### config.mk
export PLATFORM = sky130hd
export DESIGN_NAME = cell_screen_filter
export DESIGN_NICKNAME = d
export VERILOG_FILES = /design/src/rtl/cell_screen_pkg.sv /design/src/rtl/cell_buffer.sv /design/src/rtl/cell_capture.sv /design/src/rtl/cell_verdict.sv /design/src/rtl/cell_playback.sv /design/src/rtl/cell_screen_filter.sv
export SDC_FILE = /design/constraint.sdc
export NUM_CORES = 1
export LEC_CHECK = 0
export ABC_AREA = 1
export BUFFER_PORTS_ARGS = -buffer_cell sky130_fd_sc_hd__buf_4
export CAP_MARGIN = 10
export CORE_ASPECT_RATIO = 0.7
export CORE_UTILIZATION = 50
export DETAILED_ROUTE_END_ITERATION = 8
export PLACE_DENSITY = 0.66
export SYNTH_ARGS = -nofsm -noshare
export SYNTH_HDL_FRONTEND = slang
export SYNTH_SLANG_ARGS = --single-unit
### constraint.sdc
create_clock -name clk -period 5.88 [get_ports clk]
set_clock_uncertainty 0.05 [all_clocks]
set_input_delay 1.176 -clock clk [delete_from_list [all_inputs] [get_ports clk]]
set_output_delay 1.176 -clock clk [all_outputs]
set_load 0.03 [all_outputs]
### src/rtl/cell_screen_pkg.sv
package cell_screen_pkg;
  localparam int PORTS      = 4;
  localparam int PORT_W     = $clog2(PORTS);
  localparam int CELL_BYTES = 53;
  localparam int HDR_BYTES  = 4;
  localparam int HDR_W      = 8 * HDR_BYTES;
  localparam int IDX_W      = $clog2(CELL_BYTES);
  localparam int BUF_DEPTH  = 2 * CELL_BYTES;
  localparam int ADDR_W     = $clog2(BUF_DEPTH);

  // Everything the verdict stage needs about one finished cell
  typedef struct packed {
    logic [PORT_W-1:0] port;
    logic              bank;
    logic              rx_off;
    logic              idle_hit;
    logic              crc_bad;
    logic              crc_ign;
    logic              len_bad;
    logic              len_ign;
    logic              par_bad;
    logic              strobe_inh;
  } cell_desc_t;

  function automatic logic odd_ok(input logic [7:0] b, input logic p);
    return ^{b, p};
  endfunction
endpackage

### src/rtl/cell_buffer.sv
module cell_buffer #(
  parameter int DW    = 8,
  parameter int DEPTH = 106,
  parameter int AW    = $clog2(DEPTH)
) (
  input  logic          clk,
  input  logic          wr_en,
  input  logic [AW-1:0] wr_addr,
  input  logic [DW-1:0] wr_data,
  input  logic [AW-1:0] rd_addr,
  output logic [DW-1:0] rd_data
);
  logic [DW-1:0] mem [DEPTH];

  always_ff @(posedge clk) begin
    if (wr_en) mem[wr_addr] <= wr_data;
    rd_data <= mem[rd_addr];
  end
endmodule

### src/rtl/cell_capture.sv
module cell_capture
  import cell_screen_pkg::*;
(
  input  logic              clk,
  input  logic              rst,
  input  logic              in_valid,
  input  logic              in_soc,
  input  logic [7:0]        in_byte,
  input  logic              in_par,
  input  logic [PORT_W-1:0] in_port,
  input  logic              in_crc_ok,
  input  logic              in_len_ok,
  input  logic [PORTS-1:0]  port_rx_off,
  input  logic [PORTS-1:0]  port_crc_ign,
  input  logic [PORTS-1:0]  port_len_ign,
  input  logic              idle_drop_en,
  input  logic [HDR_W-1:0]  idle_pattern,
  input  logic [HDR_W-1:0]  idle_mask,
  input  logic              invalid_strobe_inh,
  input  logic              par_chk_en,
  output logic              wr_en,
  output logic [ADDR_W-1:0] wr_addr,
  output logic [7:0]        wr_data,
  output logic              done,
  output cell_desc_t        desc,
  output logic              par_err_pulse,
  output logic              par_err_flag
);
  localparam logic [IDX_W-1:0] LAST_IDX = IDX_W'(CELL_BYTES - 1);
  localparam logic [IDX_W-1:0] HDR_END  = IDX_W'(HDR_BYTES);

  logic [IDX_W-1:0]  idx_q;
  logic              bank_q;
  logic              first_b, last_b;

  // configuration snapshot taken on byte 0
  logic [PORT_W-1:0] s_port;
  logic              s_rx_off, s_crc_ign, s_len_ign, s_idle_en, s_inh, s_par_en;
  logic [HDR_W-1:0]  s_pat, s_mask;

  logic [PORT_W-1:0] c_port;
  logic              c_rx_off, c_crc_ign, c_len_ign, c_idle_en, c_inh, c_par_en;
  logic [HDR_W-1:0]  c_pat, c_mask;

  logic [HDR_W-1:0]  hdr_q;
  logic              pbad_q, byte_bad, cell_pbad, idle_hit;

  assign first_b = in_valid && (idx_q == '0);
  assign last_b  = in_valid && (idx_q == LAST_IDX);

  always_comb begin
    if (first_b) begin
      c_port    = in_port;
      c_rx_off  = port_rx_off[in_port];
      c_crc_ign = port_crc_ign[in_port];
      c_len_ign = port_len_ign[in_port];
      c_idle_en = idle_drop_en;
      c_pat     = idle_pattern;
      c_mask    = idle_mask;
      c_inh     = invalid_strobe_inh;
      c_par_en  = par_chk_en;
    end else begin
      c_port    = s_port;
      c_rx_off  = s_rx_off;
      c_crc_ign = s_crc_ign;
      c_len_ign = s_len_ign;
      c_idle_en = s_idle_en;
      c_pat     = s_pat;
      c_mask    = s_mask;
      c_inh     = s_inh;
      c_par_en  = s_par_en;
    end
  end

  assign byte_bad  = in_valid && c_par_en && !odd_ok(in_byte, in_par);
  assign cell_pbad = (first_b ? 1'b0 : pbad_q) | byte_bad;
  assign idle_hit  = c_idle_en && (((hdr_q ^ c_pat) & c_mask) == '0);

  assign wr_en   = in_valid;
  assign wr_data = in_byte;
  assign wr_addr = bank_q ? (ADDR_W'(CELL_BYTES) + ADDR_W'(idx_q)) : ADDR_W'(idx_q);

  always_ff @(posedge clk) begin
    if (rst) begin
      idx_q     <= '0;
      bank_q    <= 1'b0;
      s_port    <= '0;
      s_rx_off  <= 1'b0;
      s_crc_ign <= 1'b0;
      s_len_ign <= 1'b0;
      s_idle_en <= 1'b0;
      s_pat     <= '0;
      s_mask    <= '0;
      s_inh     <= 1'b0;
      s_par_en  <= 1'b0;
      hdr_q     <= '0;
      pbad_q    <= 1'b0;
    end else if (in_valid) begin
      pbad_q <= cell_pbad;
      if (first_b) begin
        s_port    <= c_port;
        s_rx_off  <= c_rx_off;
        s_crc_ign <= c_crc_ign;
        s_len_ign <= c_len_ign;
        s_idle_en <= c_idle_en;
        s_pat     <= c_pat;
        s_mask    <= c_mask;
        s_inh     <= c_inh;
        s_par_en  <= c_par_en;
      end
      if (idx_q < HDR_END) hdr_q <= {hdr_q[HDR_W-9:0], in_byte};
      if (last_b) begin
        idx_q  <= '0;
        bank_q <= ~bank_q;
      end else begin
        idx_q <= idx_q + 1'b1;
      end
    end
  end

  always_ff @(posedge clk) begin
    if (rst) begin
      done <= 1'b0;
      desc <= '0;
    end else begin
      done <= last_b;
      if (last_b) begin
        desc.port       <= c_port;
        desc.bank       <= bank_q;
        desc.rx_off     <= c_rx_off;
        desc.idle_hit   <= idle_hit;
        desc.crc_bad    <= ~in_crc_ok;
        desc.crc_ign    <= c_crc_ign;
        desc.len_bad    <= ~in_len_ok;
        desc.len_ign    <= c_len_ign;
        desc.par_bad    <= cell_pbad;
        desc.strobe_inh <= c_inh;
      end
    end
  end

  always_ff @(posedge clk) begin
    if (rst) begin
      par_err_pulse <= 1'b0;
      par_err_flag  <= 1'b0;
    end else begin
      par_err_pulse <= byte_bad && par_chk_en;
      if (!par_chk_en)   par_err_flag <= 1'b0;
      else if (byte_bad) par_err_flag <= 1'b1;
    end
  end


  soc_align_chk: assert property (@(posedge clk) disable iff (rst)
    (in_valid && in_soc) |-> (idx_q == '0));

  soc_present_chk: assert property (@(posedge clk) disable iff (rst)
    (in_valid && idx_q == '0) |-> in_soc);

  par_quiet_chk: assert property (@(posedge clk) disable iff (rst)
    !$past(par_chk_en) |-> (!par_err_flag && !par_err_pulse));
endmodule

### src/rtl/cell_verdict.sv
module cell_verdict
  import cell_screen_pkg::*;
#(
  parameter int CNT_W = 16
) (
  input  logic              clk,
  input  logic              rst,
  input  logic              done,
  input  cell_desc_t        desc,
  output logic              start,
  output logic              fwd,
  output logic [PORT_W-1:0] port,
  output logic              bank,
  output logic              crc_err_pulse,
  output logic              len_err_pulse,
  output logic [CNT_W-1:0]  crc_err_cnt,
  output logic [CNT_W-1:0]  len_err_cnt
);
  logic invalid;

  always_comb begin
    invalid = (desc.crc_bad && !desc.crc_ign)
            | (desc.len_bad && !desc.len_ign)
            | desc.par_bad;
    fwd   = !desc.rx_off && !desc.idle_hit && !(desc.strobe_inh && invalid);
    start = done;
    port  = desc.port;
    bank  = desc.bank;
  end

  always_ff @(posedge clk) begin
    if (rst) begin
      crc_err_pulse <= 1'b0;
      len_err_pulse <= 1'b0;
      crc_err_cnt   <= '0;
      len_err_cnt   <= '0;
    end else begin
      crc_err_pulse <= done && desc.crc_bad;
      len_err_pulse <= done && desc.len_bad;
      if (done && desc.crc_bad) crc_err_cnt <= crc_err_cnt + 1'b1;
      if (done && desc.len_bad) len_err_cnt <= len_err_cnt + 1'b1;
    end
  end


  crc_cnt_step_chk: assert property (@(posedge clk) disable iff (rst)
    crc_err_pulse == (crc_err_cnt == $past(crc_err_cnt) + 1'b1));

  len_cnt_step_chk: assert property (@(posedge clk) disable iff (rst)
    len_err_pulse == (len_err_cnt == $past(len_err_cnt) + 1'b1));
endmodule

### src/rtl/cell_playback.sv
module cell_playback
  import cell_screen_pkg::*;
(
  input  logic              clk,
  input  logic              rst,
  input  logic              start,
  input  logic              fwd,
  input  logic [PORT_W-1:0] port,
  input  logic              bank,
  output logic [ADDR_W-1:0] rd_addr,
  input  logic [7:0]        rd_data,
  output logic [7:0]        out_byte,
  output logic [PORTS-1:0]  out_wr
);
  localparam logic [IDX_W-1:0] LAST_IDX = IDX_W'(CELL_BYTES - 1);

  logic              active;
  logic [IDX_W-1:0]  idx_q;
  logic              bank_q, fwd_q;
  logic [PORT_W-1:0] port_q;
  logic              dv_q;
  logic [PORT_W-1:0] dv_port;
  logic              cell_end;

  assign cell_end = active && (idx_q == LAST_IDX);
  assign rd_addr  = bank_q ? (ADDR_W'(CELL_BYTES) + ADDR_W'(idx_q)) : ADDR_W'(idx_q);

  always_ff @(posedge clk) begin
    if (rst) begin
      active <= 1'b0;
      idx_q  <= '0;
      bank_q <= 1'b0;
      fwd_q  <= 1'b0;
      port_q <= '0;
    end else if (start) begin
      active <= 1'b1;
      idx_q  <= '0;
      bank_q <= bank;
      fwd_q  <= fwd;
      port_q <= port;
    end else if (active) begin
      if (cell_end) active <= 1'b0;
      else          idx_q  <= idx_q + 1'b1;
    end
  end

  always_ff @(posedge clk) begin
    if (rst) begin
      dv_q     <= 1'b0;
      dv_port  <= '0;
      out_byte <= '0;
      out_wr   <= '0;
    end else begin
      dv_q     <= active && fwd_q;
      dv_port  <= port_q;
      out_byte <= rd_data;
      out_wr   <= dv_q ? (PORTS'(1) << dv_port) : '0;
    end
  end


  replay_pace_chk: assert property (@(posedge clk) disable iff (rst)
    start |-> (!active || cell_end));

  wr_onehot_chk: assert property (@(posedge clk) disable iff (rst)
    $onehot0(out_wr));

  wr_port_hold_chk: assert property (@(posedge clk) disable iff (rst)
    (out_wr != '0 && $past(out_wr) != '0) |-> (out_wr == $past(out_wr)));
endmodule

### src/rtl/cell_screen_filter.sv
module cell_screen_filter
  import cell_screen_pkg::*;
#(
  parameter int CNT_W = 16
) (
  input  logic              clk,
  input  logic              rst,
  input  logic              in_valid,
  input  logic              in_soc,
  input  logic [7:0]        in_byte,
  input  logic              in_par,
  input  logic [PORT_W-1:0] in_port,
  input  logic              in_crc_ok,
  input  logic              in_len_ok,
  input  logic [PORTS-1:0]  port_rx_off,
  input  logic [PORTS-1:0]  port_crc_ign,
  input  logic [PORTS-1:0]  port_len_ign,
  input  logic              idle_drop_en,
  input  logic [HDR_W-1:0]  idle_pattern,
  input  logic [HDR_W-1:0]  idle_mask,
  input  logic              invalid_strobe_inh,
  input  logic              par_chk_en,
  output logic [7:0]        out_byte,
  output logic [PORTS-1:0]  out_wr,
  output logic              crc_err_pulse,
  output logic              len_err_pulse,
  output logic              par_err_pulse,
  output logic              par_err_flag,
  output logic [CNT_W-1:0]  crc_err_cnt,
  output logic [CNT_W-1:0]  len_err_cnt
);
  logic              wr_en;
  logic [ADDR_W-1:0] wr_addr, rd_addr;
  logic [7:0]        wr_data, rd_data;
  logic              done, start, fwd, bank;
  cell_desc_t        desc;
  logic [PORT_W-1:0] port;

  cell_capture u_capture (
    .clk, .rst, .in_valid, .in_soc, .in_byte, .in_par, .in_port,
    .in_crc_ok, .in_len_ok, .port_rx_off, .port_crc_ign, .port_len_ign,
    .idle_drop_en, .idle_pattern, .idle_mask, .invalid_strobe_inh, .par_chk_en,
    .wr_en, .wr_addr, .wr_data, .done, .desc, .par_err_pulse, .par_err_flag
  );

  cell_buffer #(.DW(8), .DEPTH(BUF_DEPTH), .AW(ADDR_W)) u_buffer (
    .clk, .wr_en, .wr_addr, .wr_data, .rd_addr, .rd_data
  );

  cell_verdict #(.CNT_W(CNT_W)) u_verdict (
    .clk, .rst, .done, .desc, .start, .fwd, .port, .bank,
    .crc_err_pulse, .len_err_pulse, .crc_err_cnt, .len_err_cnt
  );

  cell_playback u_playback (
    .clk, .rst, .start, .fwd, .port, .bank, .rd_addr, .rd_data,
    .out_byte, .out_wr
  );
endmodule

==> Word-level counts from Yosys, hierarchy flattened <==
Memory sizes are Yosys's and may differ from the RTL's. A register that Yosys moved wholly into a read port is not among the register bits.
Cells that the tools add are included.
{ "classes": {"add_sub_neg": 6, "n_lt_le_gt_ge": 2, "eq_ne": 2, "shift": 1, "mux": 24, "n_bitwise": 11, "reduce_logical": 31} }
{ "ops": {"columns": ["op", "n"], "rows": [
  ["two-way mux 32 bit", 2],
  ["adder 16 x 1 -> 16 bit (second input constant)", 2],
  ["bitwise AND 32 bit", 1],
  ["logical NOT 32 bit", 1],
  ["bitwise XOR 32 bit", 1],
  ["logical AND 1 bit", 15],
  ["two-way mux 1 bit", 15],
  ["adder 6 x 6 -> 7 bit (first input constant)", 2],
  ["two-way mux 7 bit", 2],
  ["adder 6 x 1 -> 6 bit (second input constant)", 2],
  ["== test 6 bit (second input constant)", 2],
  ["XOR reduction 9 bit", 1],
  ["AND reduction 2 bit", 4],
  ["binary-select mux 1 bit (select 2 bit)", 3],
  ["logical NOT 1 bit", 6],
  ["logical NOT 6 bit", 1],
  ["less-than comparator 6 x 3 -> 1 bit (second input constant)", 1],
  ["two-way mux 6 bit", 1],
  ["inverter 1 bit", 6],
  ["OR reduction 2 bit", 3],
  ["left shift 1 x 2 -> 4 bit (first input constant)", 1],
  ["less-than comparator 2 x 3 -> 1 bit (second input constant)", 1],
  ["OR 1 bit", 3],
  ["two-way mux 2 bit", 1]
]} }
{ "totals": {"regBits": 186, "ram_bits": 848, "input_bits": 96, "out_inout_bits": 48, "wordCells": 117, "mem_count": 1} }
{ "memory_table": {"columns": ["memory", "words", "width", "read_ports", "rd_ports_with_merged_regs", "wr", "line_no", "rtl"], "rows": [
  ["u_buffer.mem", 106, 8, 1, 1, 1, "cell_buffer.sv:13", "logic [DW-1:0] mem [DEPTH];"]
]} }

==> Longest topological paths before layout <==
Gate-level depths: netlist of the first run.
{ "depth": {"word_depth": 7, "ltp_mapped": 16, "ltp_nobuf": 15} }

==> By module <==
From an unflattened synthesis of the first run, not the netlist that was laid out.
{ "hier_totals": {"hier_cells": 4268, "area_unflattened_um2": 43980.9} }
{ "modules_own_cells": {"columns": ["mod", "n_inst", "cells_per_inst", "area_each_um2", "seq_area_each_um2"], "rows": [
  ["cell_buffer", 1, 3062, 35414.0, 25624.6],
  ["cell_capture", 1, 832, 5791.8, 2522.4],
  ["cell_verdict", 1, 244, 1749.2, 680.7],
  ["cell_playback", 1, 130, 1026.0, 520.5]
]} }

==> Least setup slack after synthesis of the first run <==
No wires, ideal clock.
{ "synth_timing": {"path_type": "input port to flip-flop", "startpoint": "input port in_valid", "endpoint": "memory u_buffer.mem[16][0] (enable)", "setup_ps": 370, "arrival_ps": 2305, "path_slack_ps": 3154, "stages": 6, "path_buffers": 2, "path_cell_list": "buf_2 > inv_1 > nor2_1 > nand2_1 > clkbuf_1 > nor2_1"} }
{ "synth_between": {"elab_chain_cells": 2} }
{ "synth_lines": {"columns": ["item", "line_no", "rtl"], "rows": [
  ["start: declaration", "cell_screen_filter.sv:8", "input logic in_valid,"],
  ["two-way mux 1 bit", "cell_buffer.sv:16", "if (wr_en) mem[wr_addr] <= wr_data;"],
  ["two-way mux 1 bit (implied by the code)", "cell_buffer.sv:16", null],
  ["end: declaration", "cell_buffer.sv:13", null]
]} }
No other way between the ends.

==> Final worst setup path of the first run <==
{ "layout_timing": {"startpoint": "register u_playback.idx_q[0]", "endpoint": "register u_buffer.rd_data[2], read port of u_buffer.mem"} }
{ "layout_between": {"elab_chain_cells": 2} }
{ "layout_lines": {"columns": ["item", "line_no", "rtl"], "rows": [
  ["start: declaration", "cell_playback.sv:18", "logic [IDX_W-1:0] idx_q;"],
  ["start signal: assignment", "cell_playback.sv:43", "else idx_q <= idx_q + 1'b1;"],
  ["adder 6 x 6 -> 7 bit", "cell_playback.sv:26", "assign rd_addr = bank_q ? (ADDR_W'(CELL_BYTES) + ADDR_W'(idx_q)) : ADDR_W'(idx_q);"],
  ["two-way mux 7 bit (*)", "cell_playback.sv:26", null],
  ["end: declaration", "cell_buffer.sv:11", "output logic [DW-1:0] rd_data"]
]} }
Mark *: on every way between the ends. The rest lies on a longest branch, timed or not.
A chain may end at the register's enable or synchronous reset.

==> flow_metrics.tcl, run 1 <==
set metrics [dict create \
    setup-violations-final 0 \
    cts_made_buffers 96 \
    final.fill_count 7236 \
    routed_via_density 5.44 \
    peakVddDrop_mv 0.259 \
    crit_family "buffers and inverters" \
    synth_enable_flop_cells 848 \
    routed_wirelength_um 110000 \
    synth.cell_area_um2 44100 \
    worstPathCellList "inv_2 > ha_1 > nand2_1 > o21ai_4 > buf_12 > buf_4 > o211ai_1 > nand3_1 > nand3_1 > nand3_1 > nand3_1 > nand2_1 > nand2_1 > nand2_1" \
    max_freq_mhz 275 \
    critical_path.endpoint_type "register" \
    drt_wl_cell_um 19.5 \
    max_slew.worst_pin.slew_ns 1.23 \
    initialDrtViolationCount 3625 \
    postCtsSetupBuffers 0 \
    place.detailed.hpwl_um 64800 \
    layout.cells.most_common "sky130_fd_sc_hd__nand2_1" \
    start_util 0.509 \
    ys_ff_latch 1042 \
    static-leakage-power_uw 0.0191 \
    yosys.area.top_type "sky130_fd_sc_hd__edfxtp_1" \
    drv.max_cap_violation_count 0 \
    worst-setup-path-type "reg2reg" \
    dpl_cell_area_um2 46000 \
    layout_min_cycle_time_ns 3.63 \
    gr-usage-all-layers 0.245 \
    grt_setup_unrepaired "false" \
    worstSetupStartpointType "register" \
    antenna_found_initial 0 \
    syn_avg_cell_area_um2 10.1 \
    place_ws_ns 1.79 \
    dr.pass1.iters 5 \
    fp.dieH_um 251 \
    core_area_um2 86700 \
    worst_hold_path_type "reg2reg" \
    num-nets-final 4501 \
    ant_nets_after_route 0 \
    area_delta_synth_final_pct 11.6 \
    cts-root-buf "sky130_fd_sc_hd__clkbuf_16" \
    grt_start_max_net_pins 162 \
    cts_tree "done" \
    critical_path.max_fanout 161 \
    power.density_nw_per_um2 307 \
    placement.io_buffers 142 \
    clock-sinks 1042 \
    design.die.area_um2 89400 \
    finalWeightedCongestion 0.900 \
    cts-htree-levels 3 \
    relative_slew_slack 0.175 \
    crit_share_post_route 0.618 \
    finalInstanceArea_um2 49200 \
    cts.hold.buffers_added 0 \
    clk-insertion-delay-late_ns 0.66 \
    yosys_warnings 0 \
    synth_top_cell_area_share 0.577 \
    ys_async_sr_fraction 0 \
    grt_first_pass_wirelength_um 167000 \
    drc 0 \
    timing.critical_path.buf_inv 3 \
    antenna_cells_inserted 0 \
    clk_transition_reported_paths_ns 0.06 \
    synthCells 4346 \
    final-max-slew-violation-count 0 \
    cp_slowest_stage_delay_ns 0.74 \
    final_cell_mix "1264 x sky130_fd_sc_hd__nand2_1, 848 x sky130_fd_sc_hd__edfxtp_1, 460 x sky130_fd_sc_hd__nand3_1, 455 x sky130_fd_sc_hd__inv_1, 294 x sky130_fd_sc_hd__nor2_1" \
    hold_ws_ns 0.352 \
    run_status "finished clean" \
    grt_pass1_vias 28113 \
    gr-total-overflow 0 \
    ys_types 43 \
    synth.net_count 4448 \
    post_synthesis_sequential_area_ratio 0.665 \
    layout_cell_share_with_drive_strength_beyond_1 0.0831 \
    rows 90 \
    num_vias 30594 \
    ys.flop_type "sky130_fd_sc_hd__edfxtp_1" \
    critical_path_rt_ns 6.43 \
    slowest_stage_cell_crit_path "sky130_fd_sc_hd__buf_4" \
    postLayoutSetupSlackWorst_ns 2.25 \
    cts-resized-gates 0 \
    finalHoldViolCount 0 \
    max-clock-path-buffers 3 \
    top_level_ports 144 \
    data_arrival_time_of_the_worst_path_ns 4.18 \
    ys_top_cells_by_area "sky130_fd_sc_hd__edfxtp_1 58%, sky130_fd_sc_hd__nand2_1 11%, sky130_fd_sc_hd__dfxtp_1 8.8%" \
    final.setup.tns_ns 0 \
    die_w_um 357 \
]
worst paths after layout:
kind / from / to / slack, ns / cells past startpoint
worst min-delay path: u_buffer.rd_data[7] / u_playback.out_byte[7] / 0.35 / 2
worst max-delay path: u_playback.idx_q[0] / u_buffer.rd_data[2] / 2.25 / 14
worst max register to register: u_playback.idx_q[0] / u_buffer.rd_data[2] / 2.25 / 14
worst min register to register: u_buffer.rd_data[7] / u_playback.out_byte[7] / 0.35 / 2
power by group:
group / internal (uW) / switching, uW
Combinational: 164 / 407
Sequential: 8040 / 29.1
Clock: 3780 / 2700
through the flow:
| stage | instances | total power, uW | utilization |
|---|---|---|---|
| after floorplan | 4346 | 8510 | - |
| after global placement | 5451 | 8780 | 0.530 |
| after detailed placement | 5451 | 8790 | 0.530 |
| after CTS | 5629 | 15200 | 0.568 |
| after global routing | 5629 | 15500 | 0.568 |
| final | 5629 | 15100 | 0.568 |
cells in the mapped netlist, types with 2 or more instances:
| cell | count |
|---|---|
| sky130_fd_sc_hd__o21ai_2 | 3 |
| sky130_fd_sc_hd__xor2_1 | 8 |
| sky130_fd_sc_hd__ha_1 | 6 |
| sky130_fd_sc_hd__nand3_1 | 461 |
| sky130_fd_sc_hd__nand2_1 | 1266 |
| sky130_fd_sc_hd__nor2_2 | 2 |
| sky130_fd_sc_hd__mux2i_1 | 7 |
| sky130_fd_sc_hd__o22ai_1 | 22 |
| sky130_fd_sc_hd__nand3b_1 | 2 |
| sky130_fd_sc_hd__xor2_2 | 2 |
| sky130_fd_sc_hd__buf_4 | 31 |
| sky130_fd_sc_hd__inv_2 | 7 |
| sky130_fd_sc_hd__nor3_1 | 16 |
| sky130_fd_sc_hd__o211ai_1 | 162 |
| sky130_fd_sc_hd__buf_1 | 5 |
| sky130_fd_sc_hd__nand4_1 | 39 |
| sky130_fd_sc_hd__xnor2_1 | 7 |
| sky130_fd_sc_hd__a31oi_1 | 6 |
| sky130_fd_sc_hd__clkinv_1 | 2 |
| sky130_fd_sc_hd__o21ai_1 | 59 |
| sky130_fd_sc_hd__dfxtp_1 | 194 |
| sky130_fd_sc_hd__edfxtp_1 | 848 |
| sky130_fd_sc_hd__a21oi_1 | 101 |
| sky130_fd_sc_hd__inv_1 | 455 |
| sky130_fd_sc_hd__or2_2 | 15 |
| sky130_fd_sc_hd__nor4_1 | 2 |
| sky130_fd_sc_hd__buf_6 | 5 |
| sky130_fd_sc_hd__nor2_1 | 295 |
| sky130_fd_sc_hd__o21ai_0 | 105 |
| sky130_fd_sc_hd__clkbuf_1 | 62 |
| sky130_fd_sc_hd__buf_2 | 134 |
| sky130_fd_sc_hd__o32ai_1 | 5 |
| sky130_fd_sc_hd__or2_0 | 2 |
state kept, by name, summed over array words and instances (netlist names), 2 cells and up:
signal,cells
u_verdict.crc_err_cnt,16
u_capture.s_pat,32
u_playback.port_q,2
u_buffer.rd_data,8
u_playback.out_byte,8
u_capture.hdr_q,32
u_capture.s_mask,32
u_playback.dv_port,2
u_capture.s_port,2
u_verdict.len_err_cnt,16
u_playback.out_wr,4
u_capture.idx_q,6
u_playback.idx_q,6
u_buffer.mem,848
u_capture.desc,11
worst reg2reg max path, cell delays in order (launching register included):
cell and delay, ns:
sky130_fd_sc_hd__dfxtp_1 0.43, sky130_fd_sc_hd__inv_2 0.07, sky130_fd_sc_hd__ha_1 0.29, sky130_fd_sc_hd__nand2_1 0.08, sky130_fd_sc_hd__o21ai_4 0.14, sky130_fd_sc_hd__buf_12 0.56
sky130_fd_sc_hd__buf_4 0.79, sky130_fd_sc_hd__o211ai_1 0.20, sky130_fd_sc_hd__nand3_1 0.10, sky130_fd_sc_hd__nand3_1 0.12, sky130_fd_sc_hd__nand3_1 0.27, sky130_fd_sc_hd__nand3_1 0.12
sky130_fd_sc_hd__nand2_1 0.17, sky130_fd_sc_hd__nand2_1 0.10, sky130_fd_sc_hd__nand2_1 0.08
metal layers:
layer / routed length, um / track usage
met4: 2230 / 0.0603
met3: 9620 / 0.0354
met2: 47700 / 0.357
met5: 0 / 0
met1: 50500 / 0.383
area by class of cell:
cell class | instances | area, um^2 | share of cell area
multi-input combinational | 2601 | 11900 | 0.241
inverter | 466 | 1760 | 0.0357
clock inverter | 47 | 564 | 0.0115
sequential | 1042 | 29300 | 0.596
tap | 1150 | 1440 | 0.0292
timing repair buffer | 192 | 1550 | 0.0316
clock buffer | 131 | 2700 | 0.0547
cells by family after synthesis:
| group | synth area share |
|---|---|
| DFF | 0.665 |
| muxes | 0.00159 |
| and+or+nand+nor | 0.196 |
| xor gates and xnor gates | 0.00372 |
| adders and majority gates | 0.00170 |
| AOI/OAI and AO/OA | 0.0642 |
| buffers and inverters | 0.0672 |
No activity file was read; power rests on OpenSTA's default activity.
==> inputs of run 2 (changes only) <==
--- a/config.mk
+++ b/config.mk
@@ -11,7 +11,7 @@
 export CORE_ASPECT_RATIO = 0.7
 export CORE_UTILIZATION = 50
 export DETAILED_ROUTE_END_ITERATION = 8
-export PLACE_DENSITY = 0.66
+export PLACE_DENSITY = 0.69
 export SYNTH_ARGS = -nofsm -noshare
 export SYNTH_HDL_FRONTEND = slang
 export SYNTH_SLANG_ARGS = --single-unit
==> constraint.sdc (replaced) <==
create_clock -name clk -period 3.01 [get_ports clk]
set_clock_uncertainty 0.05 [all_clocks]
set_input_delay 0.602 -clock clk [delete_from_list [all_inputs] [get_ports clk]]
set_output_delay 0.602 -clock clk [all_outputs]
set_load 0.03 [all_outputs]
==> run 2 against run 1 <==
Clock power up 81%. Total power up 90%. Sequential share of layout area down 1.5 points. Sequential cell count unchanged. Largest cell class unchanged. Highest routed layer unchanged.
==> flow_metrics.tcl, run 2 (same netlist as run 1, synthesis figures left out) <==
set metrics [dict create \
    clk_transition_reported_paths_ns 0.06 \
    place.detailed.hpwl_um 67500 \
    worstRegToRegCells 12 \
    worstSetupStartpointType "register" \
    finalWeightedCongestion 0.876 \
    crit_path_end "u_buffer.rd_data[5]" \
    placedCellCount 5604 \
    routed_via_density 5.45 \
    cts-resized-gates 0 \
    initialDrtViolationCount 3731 \
    place_ws_ns 0.132 \
    cts-root-buf "sky130_fd_sc_hd__clkbuf_16" \
    postCtsSetupBuffers 0 \
    max_freq_mhz 346 \
    cts-htree-levels 3 \
    design.die.area_um2 89400 \
    ant_nets_after_route 0 \
    clock-sinks 1042 \
    crit_share_post_route 0.961 \
    run_status "finished clean" \
    layout.cells.most_common "sky130_fd_sc_hd__nand2_1" \
    layout_min_cycle_time_ns 2.89 \
    whs_path_depth 2 \
    drt_wl_cell_um 19.6 \
    crit-reg2reg-launch "u_playback.bank_q" \
    num_vias 31465 \
    core_area_um2 86700 \
    finalHoldViolCount 0 \
    top_level_ports 144 \
    clk-insertion-delay-late_ns 0.65 \
    final_cell_mix "1263 x sky130_fd_sc_hd__nand2_1, 848 x sky130_fd_sc_hd__edfxtp_1, 459 x sky130_fd_sc_hd__nand3_1, 455 x sky130_fd_sc_hd__inv_1, 306 x sky130_fd_sc_hd__buf_4" \
    final_core_utilization 0.582 \
    dr.pass1.iters 6 \
    finalInstanceArea_um2 50500 \
    regMostFlops "u_buffer.mem" \
    timing.reg2reg.setup_slack_ns 0.12 \
    holdCritStartpoint "in_crc_ok" \
    num-nets-final 4654 \
    cts_tree "done" \
    grt_start_max_net_pins 131 \
    antenna_cells_inserted 0 \
    layout_cell_share_with_drive_strength_beyond_1 0.112 \
    final-max-slew-violation-count 0 \
    gr-total-overflow 0 \
    setup-violations-final 0 \
    drv.max_cap_violation_count 0 \
    data_arrival_time_of_the_worst_path_ns 3.38 \
    power.density_nw_per_um2 568 \
    worst_r2r_endpoint "u_buffer.rd_data[5]" \
    static-leakage-power_uw 0.0199 \
    cts_made_buffers 94 \
    critical_path.endpoint_type "register" \
    start_util 0.509 \
    routed_wirelength_um 113000 \
    grt_pass1_vias 29853 \
    drc 0 \
    critical_path_rt_ns 3.50 \
    dpl_cell_area_um2 47500 \
    worst_hold_path_type "in2reg" \
    die_w_um 357 \
    placement.io_buffers 142 \
    cts.hold.buffers_added 0 \
    relative_slew_slack 0.513 \
    antenna_found_initial 0 \
    worst-setup-path-type "reg2reg" \
    postLayoutSetupSlackWorst_ns 0.118 \
    max_reg_flops 848 \
    rows 90 \
    max_slew.worst_pin.slew_ns 0.730 \
    grt_first_pass_wirelength_um 173000 \
    fp.dieH_um 251 \
    peakVddDrop_mv 0.446 \
    max-clock-path-buffers 3 \
    gr-usage-all-layers 0.252 \
    total_power_uw 28700 \
    instances_no_fill 5776 \
    area_delta_synth_final_pct 14.4 \
    critical_path.max_fanout 50 \
    setup.worst_path.start "u_playback.bank_q" \
]
## run 2: critical path, cell delays in order, from the launching register on
cell and delay, ns:
sky130_fd_sc_hd__dfxtp_2 0.50, sky130_fd_sc_hd__nand2_1 0.35, sky130_fd_sc_hd__nand2_8 0.44, sky130_fd_sc_hd__buf_12 0.29
sky130_fd_sc_hd__nand2_1 0.08, sky130_fd_sc_hd__o211ai_1 0.14, sky130_fd_sc_hd__nand3_1 0.12, sky130_fd_sc_hd__nand3_1 0.09
sky130_fd_sc_hd__nand3_1 0.26, sky130_fd_sc_hd__nand3_1 0.16, sky130_fd_sc_hd__nand2_1 0.11, sky130_fd_sc_hd__nand2_1 0.08
sky130_fd_sc_hd__nand2_1 0.06
## run 2: final cells by class
cell class / count / area [um^2]
clock buffers: 127 / 2560
clock inverters: 43 / 382
fillers: 7165 / 36200
inverters: 466 / 1760
multi-input cells: 2602 / 11900
flip-flops and latches: 1042 / 29300
well taps: 1150 / 1440
repair buffers: 346 / 3090
## run 2: stage by stage
step / setup TNS, ns / hold slack [ns]
after floorplan: 0 / 0.338
after global placement: 0 / 0.355
after detailed placement: 0 / 0.353
after CTS: 0 / 0.0570
after global routing: -0.00809 / 0.0648
final: 0 / 0.0900
## run 2: where the power goes
| group | internal, uW | switching, uW | leakage, uW | total (uW) |
|---|---|---|---|---|
| logic | 361 | 815 | 0.00926 | 1180 |
| clock network | 6550 | 5190 | 0.00143 | 11700 |
| registers | 15700 | 63.6 | 0.00921 | 15800 |
| total | 22600 | 6070 | 0.0199 | 28700 |
## run 2: worst min path at each step
stage | end | slack [ns]
after floorplan | u_playback.out_byte[0] | 0.34
after global placement | u_playback.out_byte[6] | 0.35
final | u_capture.desc[5] | 0.09
after global routing | u_capture.desc[5] | 0.06
after detailed placement | u_playback.out_byte[6] | 0.35
after CTS | u_capture.desc[5] | 0.06
## run 2: routing by layer
layer | wire, um | share of wire | track usage
met5 | 0 | 0 | 0
met4 | 2150 | 0.019 | 0.0580
met3 | 11800 | 0.10 | 0.0568
met2 | 49700 | 0.44 | 0.373
met1 | 49800 | 0.44 | 0.376
